--- src/rtl/sram_wr_pkg.sv ---
package sram_wr_pkg;
  typedef enum logic [1:0] {
    CYC_IDLE  = 2'd0,
    CYC_DESEL = 2'd1,
    CYC_WRITE = 2'd2
  } cyc_e;

  localparam int LANE_W = 8;
  localparam int STEP_W = 2;

  function automatic logic [STEP_W-1:0] wrap_step(input logic [STEP_W-1:0] v);
    return v + 1'b1;
  endfunction
endpackage

--- src/rtl/sram_wr_decode.sv ---
module sram_wr_decode #(
  parameter int LANES = 4
) (
  input  logic             clk,
  input  logic             rst_n,
  input  logic             ctl_strobe_n,
  input  logic             cpu_strobe_n,
  input  logic             en_a_n,
  input  logic             en_b,
  input  logic             en_c_n,
  input  logic             all_wr_n,
  input  logic             lane_wr_en_n,
  input  logic [LANES-1:0] lane_sel_n,
  output logic [LANES-1:0] lane_we,
  output logic             wr_hit,
  output sram_wr_pkg::cyc_e cyc
);
  import sram_wr_pkg::*;

  logic             chips_on;
  logic             strobe_ok;
  logic [LANES-1:0] lane_mask;

  assign chips_on  = !en_a_n && en_b && !en_c_n;
  assign strobe_ok = !ctl_strobe_n && cpu_strobe_n;

  always_comb begin
    if (!all_wr_n)          lane_mask = '1;
    else if (!lane_wr_en_n) lane_mask = ~lane_sel_n;
    else                    lane_mask = '0;
  end

  assign wr_hit  = chips_on && strobe_ok && (|lane_mask);
  assign lane_we = wr_hit ? lane_mask : '0;

  always_comb begin
    if (!chips_on)   cyc = CYC_DESEL;
    else if (wr_hit) cyc = CYC_WRITE;
    else             cyc = CYC_IDLE;
  end


  deselect_no_write_chk: assert property (@(posedge clk) disable iff (!rst_n)
    (en_a_n || !en_b || en_c_n) |-> (lane_we == '0));

  cpu_strobe_blocks_chk: assert property (@(posedge clk) disable iff (!rst_n)
    !cpu_strobe_n |-> (lane_we == '0));

  global_all_lanes_chk: assert property (@(posedge clk) disable iff (!rst_n)
    (cyc == CYC_WRITE && !all_wr_n) |-> (&lane_we));
endmodule

--- src/rtl/sram_wr_addr.sv ---
module sram_wr_addr #(
  parameter int AW = 4
) (
  input  logic          clk,
  input  logic          rst_n,
  input  logic          wr_hit,
  input  logic          step_n,
  input  logic [AW-1:0] addr,
  output logic [AW-1:0] addr_q
);
  import sram_wr_pkg::*;

  localparam int HI_W = AW - STEP_W;

  always_ff @(posedge clk or negedge rst_n) begin
    if (!rst_n)      addr_q <= '0;
    else if (wr_hit) addr_q <= addr;
    else if (!step_n)
      addr_q <= {addr_q[AW-1:STEP_W], wrap_step(addr_q[STEP_W-1:0])};
  end


  load_on_write_chk: assert property (@(posedge clk) disable iff (!rst_n)
    wr_hit |=> (addr_q == $past(addr)));

  hold_when_idle_chk: assert property (@(posedge clk) disable iff (!rst_n)
    (!wr_hit && step_n) |=> $stable(addr_q));

  upper_kept_chk: assert property (@(posedge clk) disable iff (!rst_n)
    (!wr_hit && !step_n) |=> (addr_q[AW-1:STEP_W] == $past(addr_q[AW-1:STEP_W])));

  if (HI_W < 0) begin : g_bad_width
    initial $display("sram_wr_addr: AW must be at least %0d", STEP_W);
  end
endmodule

--- src/rtl/sram_wr_array.sv ---
module sram_wr_array #(
  parameter int AW    = 4,
  parameter int LANES = 4
) (
  input  logic                                 clk,
  input  logic [LANES-1:0]                     lane_we,
  input  logic [AW-1:0]                        waddr,
  input  logic [LANES*sram_wr_pkg::LANE_W-1:0] wdata,
  input  logic [AW-1:0]                        raddr,
  output logic [LANES*sram_wr_pkg::LANE_W-1:0] rdata
);
  import sram_wr_pkg::*;

  localparam int DEPTH = 1 << AW;
  localparam int DW    = LANES * LANE_W;

  logic [DW-1:0] mem [DEPTH];

  always_ff @(posedge clk) begin
    for (int l = 0; l < LANES; l++) begin
      if (lane_we[l]) mem[waddr][l*LANE_W +: LANE_W] <= wdata[l*LANE_W +: LANE_W];
    end
  end

  assign rdata = mem[raddr];
endmodule

--- src/rtl/sram_wr_ctrl.sv ---
module sram_wr_ctrl #(
  parameter int AW    = 4,
  parameter int LANES = 4
) (
  input  logic                   clk,
  input  logic                   rst_n,
  input  logic                   ctl_strobe_n,
  input  logic                   cpu_strobe_n,
  input  logic                   en_a_n,
  input  logic                   en_b,
  input  logic                   en_c_n,
  input  logic                   all_wr_n,
  input  logic                   lane_wr_en_n,
  input  logic [LANES-1:0]       lane_sel_n,
  input  logic                   step_n,
  input  logic                   oe_n,
  input  logic [AW-1:0]          addr,
  input  logic [LANES*8-1:0]     wdata,
  input  logic [AW-1:0]          rd_addr,
  output logic [LANES*8-1:0]     rd_data,
  output logic [AW-1:0]          burst_addr,
  output logic                   bus_drive_en
);
  import sram_wr_pkg::*;

  logic [LANES-1:0] lane_we;
  logic             wr_hit;
  cyc_e             cyc;

  sram_wr_decode #(.LANES(LANES)) u_decode (
    .clk(clk), .rst_n(rst_n),
    .ctl_strobe_n(ctl_strobe_n), .cpu_strobe_n(cpu_strobe_n),
    .en_a_n(en_a_n), .en_b(en_b), .en_c_n(en_c_n),
    .all_wr_n(all_wr_n), .lane_wr_en_n(lane_wr_en_n), .lane_sel_n(lane_sel_n),
    .lane_we(lane_we), .wr_hit(wr_hit), .cyc(cyc)
  );

  sram_wr_addr #(.AW(AW)) u_addr (
    .clk(clk), .rst_n(rst_n), .wr_hit(wr_hit), .step_n(step_n),
    .addr(addr), .addr_q(burst_addr)
  );

  sram_wr_array #(.AW(AW), .LANES(LANES)) u_array (
    .clk(clk), .lane_we(lane_we), .waddr(addr), .wdata(wdata),
    .raddr(rd_addr), .rdata(rd_data)
  );

  assign bus_drive_en = !oe_n && (cyc != CYC_WRITE);


  write_tristate_chk: assert property (@(posedge clk) disable iff (!rst_n)
    (|lane_we) |-> !bus_drive_en);

  drive_when_enabled_chk: assert property (@(posedge clk) disable iff (!rst_n)
    (!oe_n && lane_we == '0) |-> bus_drive_en);
endmodule

--- config.mk ---
export PLATFORM = sky130hd
export DESIGN_NAME = sram_wr_ctrl
export DESIGN_NICKNAME = d
export VERILOG_FILES = /design/src/rtl/sram_wr_pkg.sv /design/src/rtl/sram_wr_decode.sv /design/src/rtl/sram_wr_addr.sv /design/src/rtl/sram_wr_array.sv /design/src/rtl/sram_wr_ctrl.sv
export SDC_FILE = /design/constraint.sdc
export NUM_CORES = 1
export LEC_CHECK = 0
export BUFFER_PORTS_ARGS = -buffer_cell sky130_fd_sc_hd__buf_2
export CAP_MARGIN = 0
export CELL_PAD_IN_SITES_DETAIL_PLACEMENT = 0
export CELL_PAD_IN_SITES_GLOBAL_PLACEMENT = 1
export CORE_AREA = 2 2 183 230
export CTS_CLUSTER_SIZE = 28
export DETAILED_ROUTE_END_ITERATION = 6
export DIE_AREA = 0 0 185 232
export GPL_TIMING_DRIVEN = 0
export PLACE_DENSITY_LB_ADDON = 0.1
export SLEW_MARGIN = 15
export SYNTH_ARGS = -nofsm -noshare
export SYNTH_HDL_FRONTEND = slang
export SYNTH_SLANG_ARGS = --single-unit
--- constraint.sdc ---
create_clock -name clk -period 1.9 [get_ports clk]
set_input_delay 0.38 -clock clk [delete_from_list [all_inputs] [get_ports clk]]
set_output_delay 0.38 -clock clk [all_outputs]
set_load 0.05 [all_outputs]
==> Yosys cells after proc, flatten, opt, wreduce, memory -nomap -nowiden <==
Memories as Yosys holds them, arrays and structs flattened.
Cells that the tools add are included.
{ "classes": {"n_mux": 15, "addsub": 1, "eq_ne": 2, "reduce_logical": 11, "n_bitwise": 1} }
{ "op_table": {"columns": ["operator", "n"], "rows": [
  ["$mux W4", 4],
  ["$mux W1", 8],
  ["$logic_and A1 B1 Y1", 6],
  ["$mux W2", 3],
  ["$logic_not A1 Y1", 4],
  ["$not A4 Y4", 1],
  ["$reduce_or A4 Y1", 1],
  ["$add A2 B1 Y2 const B", 1],
  ["$ne A2 B1 Y1 const B", 1],
  ["$ne A2 B2 Y1 const B", 1]
]} }
{ "totals": {"inputBits": 55, "regBits": 4, "n_memories": 1, "out_inout_bits": 37, "ram_bits": 512, "elab_cells": 33} }
{ "memory_table": {"columns": ["memory", "depth", "word_bits", "read_ports", "rd_clocked_by_memory_dff", "write_ports", "line", "text"], "rows": [
  ["u_array.mem", 16, 32, 1, 0, 1, "sram_wr_array.sv:17", "logic [DW-1:0] mem [DEPTH];"]
]} }

==> Logic depth before layout (Yosys ltp) <==
{ "depth": {"ltp_word": 9, "ltp_mapped": 5, "ltp_nobuf": 3} }

==> Modules after synthesis <==
Synthesis repeated with hierarchy kept, for this count alone.
{ "unflattened": {"cells_unflattened": 902, "area_unflattened_um2": 19889.1} }
{ "modules_own_cells": {"columns": ["module", "area_per_inst_um2", "seq_area_each_um2", "cells_per_inst", "instances"], "rows": [
  ["sram_wr_array", 19603.8, 15374.7, 873, 1],
  ["sram_wr_addr", 171.4, 100.1, 13, 1],
  ["sram_wr_decode", 101.3, 0.0, 14, 1],
  ["sram_wr_ctrl", 12.5, 0.0, 2, 1]
]} }

==> Worst setup path after synthesis <==
OpenSTA, ideal clock, no wires.
{ "synth_path": {"kind": "input-to-output", "startpoint": "input rd_addr[0]", "endpoint": "output rd_data[10]", "path_buffers": 2, "required_time_ns": 1.520, "path_stages": 5, "arrival_ns": 1.810, "setup_slack_ns": -0.290, "cell_sequence": "buf_2 -> buf_2 -> mux4_2 -> a22oi_1 -> nand2_1"} }
{ "synth_between": {"elab_chain_cells": 1} }
{ "synth_lines": {"columns": ["item", "line", "text"], "rows": [
  ["start, declared", "sram_wr_ctrl.sv:19", "input logic [AW-1:0] rd_addr,"],
  ["$mem_v2 Z16 W32", null, null],
  ["end, declared", "sram_wr_ctrl.sv:20", "output logic [LANES*8-1:0] rd_data,"]
]} }
Every way passes these cells.

==> Worst setup path after layout <==
{ "layout_path": {"startpoint": "memory u_array.mem[3][19] (netlist bit)", "endpoint": "output rd_data[19]"} }
{ "layout_between": {"elab_chain_cells": 1} }
{ "layout_lines": {"columns": ["item", "line"], "rows": [
  ["start, declared", "sram_wr_array.sv:17"],
  ["$mem_v2 Z16 W32", null]
]} }
Every way passes these cells.

==> impl_metrics.py <==
metrics = {
    "power": {
        "design_power_total_uw": 24150,
        "p_leak_uw": 0.007385,
        "ir_drop_v": 0.0009344,
        "powerDensity_nw_per_um2": 1017,
    },
    "die": {
        "die_w_um": 185,
        "dieHeight_um": 232,
        "core_area_um2": 40710,
        "initial_utilization_pct": 48.38,
        "num_rows": 83,
        "ios": 92,
        "design.die.area_um2": 42920,
    },
    "placement": {
        "io_buffers": 89,
        "placed_cell_area_um2": 21570,
        "hpwl_mm": 28.65,
        "gp_congestion": 0.7876,
    },
    "clock_tree": {
        "cts_buffer_depth": 3,
        "insertion_delay_ns": 0.56,
        "cts_max_level": 2,
        "cts_made_buffers": 49,
        "path_clk_slew_ns": 0.06,
        "post_cts_buffers": 0,
        "cts_tree": "built",
        "cts-root-buf": "clkbuf_16",
        "cts.sinks": 516,
    },
    "synthesis": {
        "synth-edff-count": 512,
        "netlist_area_um2": 19700,
        "synth_common_cells": "edfxtp_1, mux4_2, nor2_1",
        "synthMostInstantiatedCell": "edfxtp_1",
        "synth_area_leaders": "edfxtp_1, mux4_2, a22oi_1, nor2_1, nand2_1",
        "yosys_warnings": 0,
        "synthesis.instances": 898,
        "synth-seq-cells": 516,
        "synth.distinct_cells": 22,
        "synth_flop_cell": "edfxtp_1",
        "avgSynthCellArea_um2": 21.93,
        "syn-num-nets": 953,
        "synth-seq-area-share_pct": 78.57,
        "async_flop_share_pct": 0.7752,
        "yosysTopAreaCellShare_pct": 78.06,
        "synth_largest_area_cell": "edfxtp_1",
    },
    "setup_path": {
        "worstSetupStartpoint": "u_array.mem[3][19]",
        "cp.required_ns": 1.52,
        "critPathKind": "register to output pin",
        "critPathCaptureType": "output pin",
        "regToRegStartpoint": "u_addr.addr_q[0]",
        "worst_r2r_endpoint": "u_addr.addr_q[1]",
        "cp_max_fo": 1,
        "rrSetupSlack_ns": 0.96,
        "ff2ff_path_depth": 3,
        "crit_arrival_ns": 1.94,
        "startpoint_type": "register",
    },
    "final_layout": {
        "n_antenna_cell": 0,
        "final_cell_area_um2": 23750,
        "drive_above_1_share_pct": 44.36,
        "n_fill_cell": 3022,
        "area_growth_pct": 20.58,
        "multiInputGateArea_um2": 4862,
        "regArea_um2": 15470,
        "nets": 1093,
    },
    "timing": {
        "worst_pin_slew_ns": 0.9699,
        "setup_viol": 32,
        "drv_slew": 0,
        "fmax_mhz": 430.7,
        "period_needed_ns": 2.322,
        "final.setup.tns_ns": -11.96,
        "fin_skew_ns": 0.008736,
        "period_share_pct": 122.2,
        "setup_ws_ns": -0.4216,
        "maxSlewHeadroom_pct": 35.10,
        "finalHoldViolCount": 0,
        "rsz0062_at_grt": "yes",
    },
    "min_path": {
        "hold_class": "input port to asynchronous set/reset pin",
    },
    "route": {
        "viasPerCell": 5.621,
        "drc": 0,
        "drt_wl_total_mm": 42.28,
        "drt_pass1_iterations": 5,
        "drt_iter0_markers": 618,
        "ant_nets": 0,
        "num_vias": 9134,
        "post_drt_wl_per_cell_um": 26.02,
    },
    "global_route": {
        "grt_pass1_wl_mm": 62.62,
        "grt_overflow": 0,
        "antenna_found_initial": 1,
        "grt_use_total_pct": 20.40,
        "grt_max_degree": 17,
        "first_global_vias": 9849,
    },
    "run_status": {
        "status": "finished, violations left",
        "violations": "setup timing",
    },
    "flow_run": {
        "cap_violations": 0,
    },
}
[metal layers]
metal  wire length [um]  track usage [%]  up-vias
li1                   -                -     4055
met1              17450            26.22     4853
met2              22500            36.75      175
met3               1558            2.854       49
met4                753            4.886        2
met5                 12                0        -
[report_power, final]
part	internal, uW	switching (uW)
Clock	5680	4010
Combinational	711	1160
Sequential	12600	25.6
[registers in the layout, summed over array words and instances, names as in the netlist]
name	cells
u_addr.addr_q	4
u_array.mem	512
[area by class of cell]
cell class              count  area share, %
clock inverters            28          1.207
well taps                 552          2.908
repair buffers             90          2.903
clock buffers              58          5.485
flip-flops and latches    516          65.16
multi-input cells         333          20.47
plain buffers              46          1.828
inverters                   2        0.03161
[critical path, stage by stage, from the launching register on]
cell and delay, ns:
edfxtp_1 0.38, mux4_2 0.51, a22oi_2 0.25, nand2_4 0.07, buf_8 0.15
[stage by stage]
step | std cells | hold WS, ns | util [%] | setup WS, ns
global route | 1625 | 0.1419 | 58.34 | -0.4681
CTS | 1625 | 0.1331 | 57.77 | -0.4661
finish | 1625 | 0.1446 | 58.34 | -0.4216
detailed placement | 1539 | 0.1896 | 52.99 | -1.172
global placement | 1539 | 0.1916 | 52.99 | -1.200
floorplan | 898 | 0.08441 | - | -0.002609
[what timing repair did]
| action | CTS | global route |
|---|---|---|
| gates resized for setup | 130 | 61 |
| hold buffers | 1 | 0 |
| cloned | 0 | 0 |
| endpoints found under the hold margin | 4 | 0 |
| setup endpoints to repair | 305 | 345 |
| pin swaps | 36 | 21 |
[cells by family (layout without fill, tap and decap cells)]
kind of cell | after synthesis | after routing | share of synthesized area (%)
AOI/OAI and AO/OA | 70 | 70 | 2.636
xor gates and xnor gates | 2 | 2 | 0.08896
buffers and inverters | 49 | 224 | 1.156
DFF | 516 | 516 | 78.57
muxes | 132 | 132 | 14.87
and+or+nand+nor | 129 | 129 | 2.681
[how the worst max path moves through the flow]
stage,endpoint,depth (start not counted)
final,rd_data[19],4
after global routing,rd_data[19],4
after CTS,rd_data[29],4
after detailed placement,rd_data[11],7
after global placement,rd_data[11],7
after floorplan,rd_data[10],5
[placed cells by master (no fill, tap or decap), types with 10 or more instances in the layout]
cell and instances:
clkinv_1 12, nand2_4 32, nand3_1 10, nor2_4 40, buf_8 13, mux4_2 128, clkbuf_16 51, edfxtp_1 512
clkbuf_2 16, buf_6 24, a22oi_2 64, nor2_1 25, buf_2 67
Power figures use the tool's default switching activity.
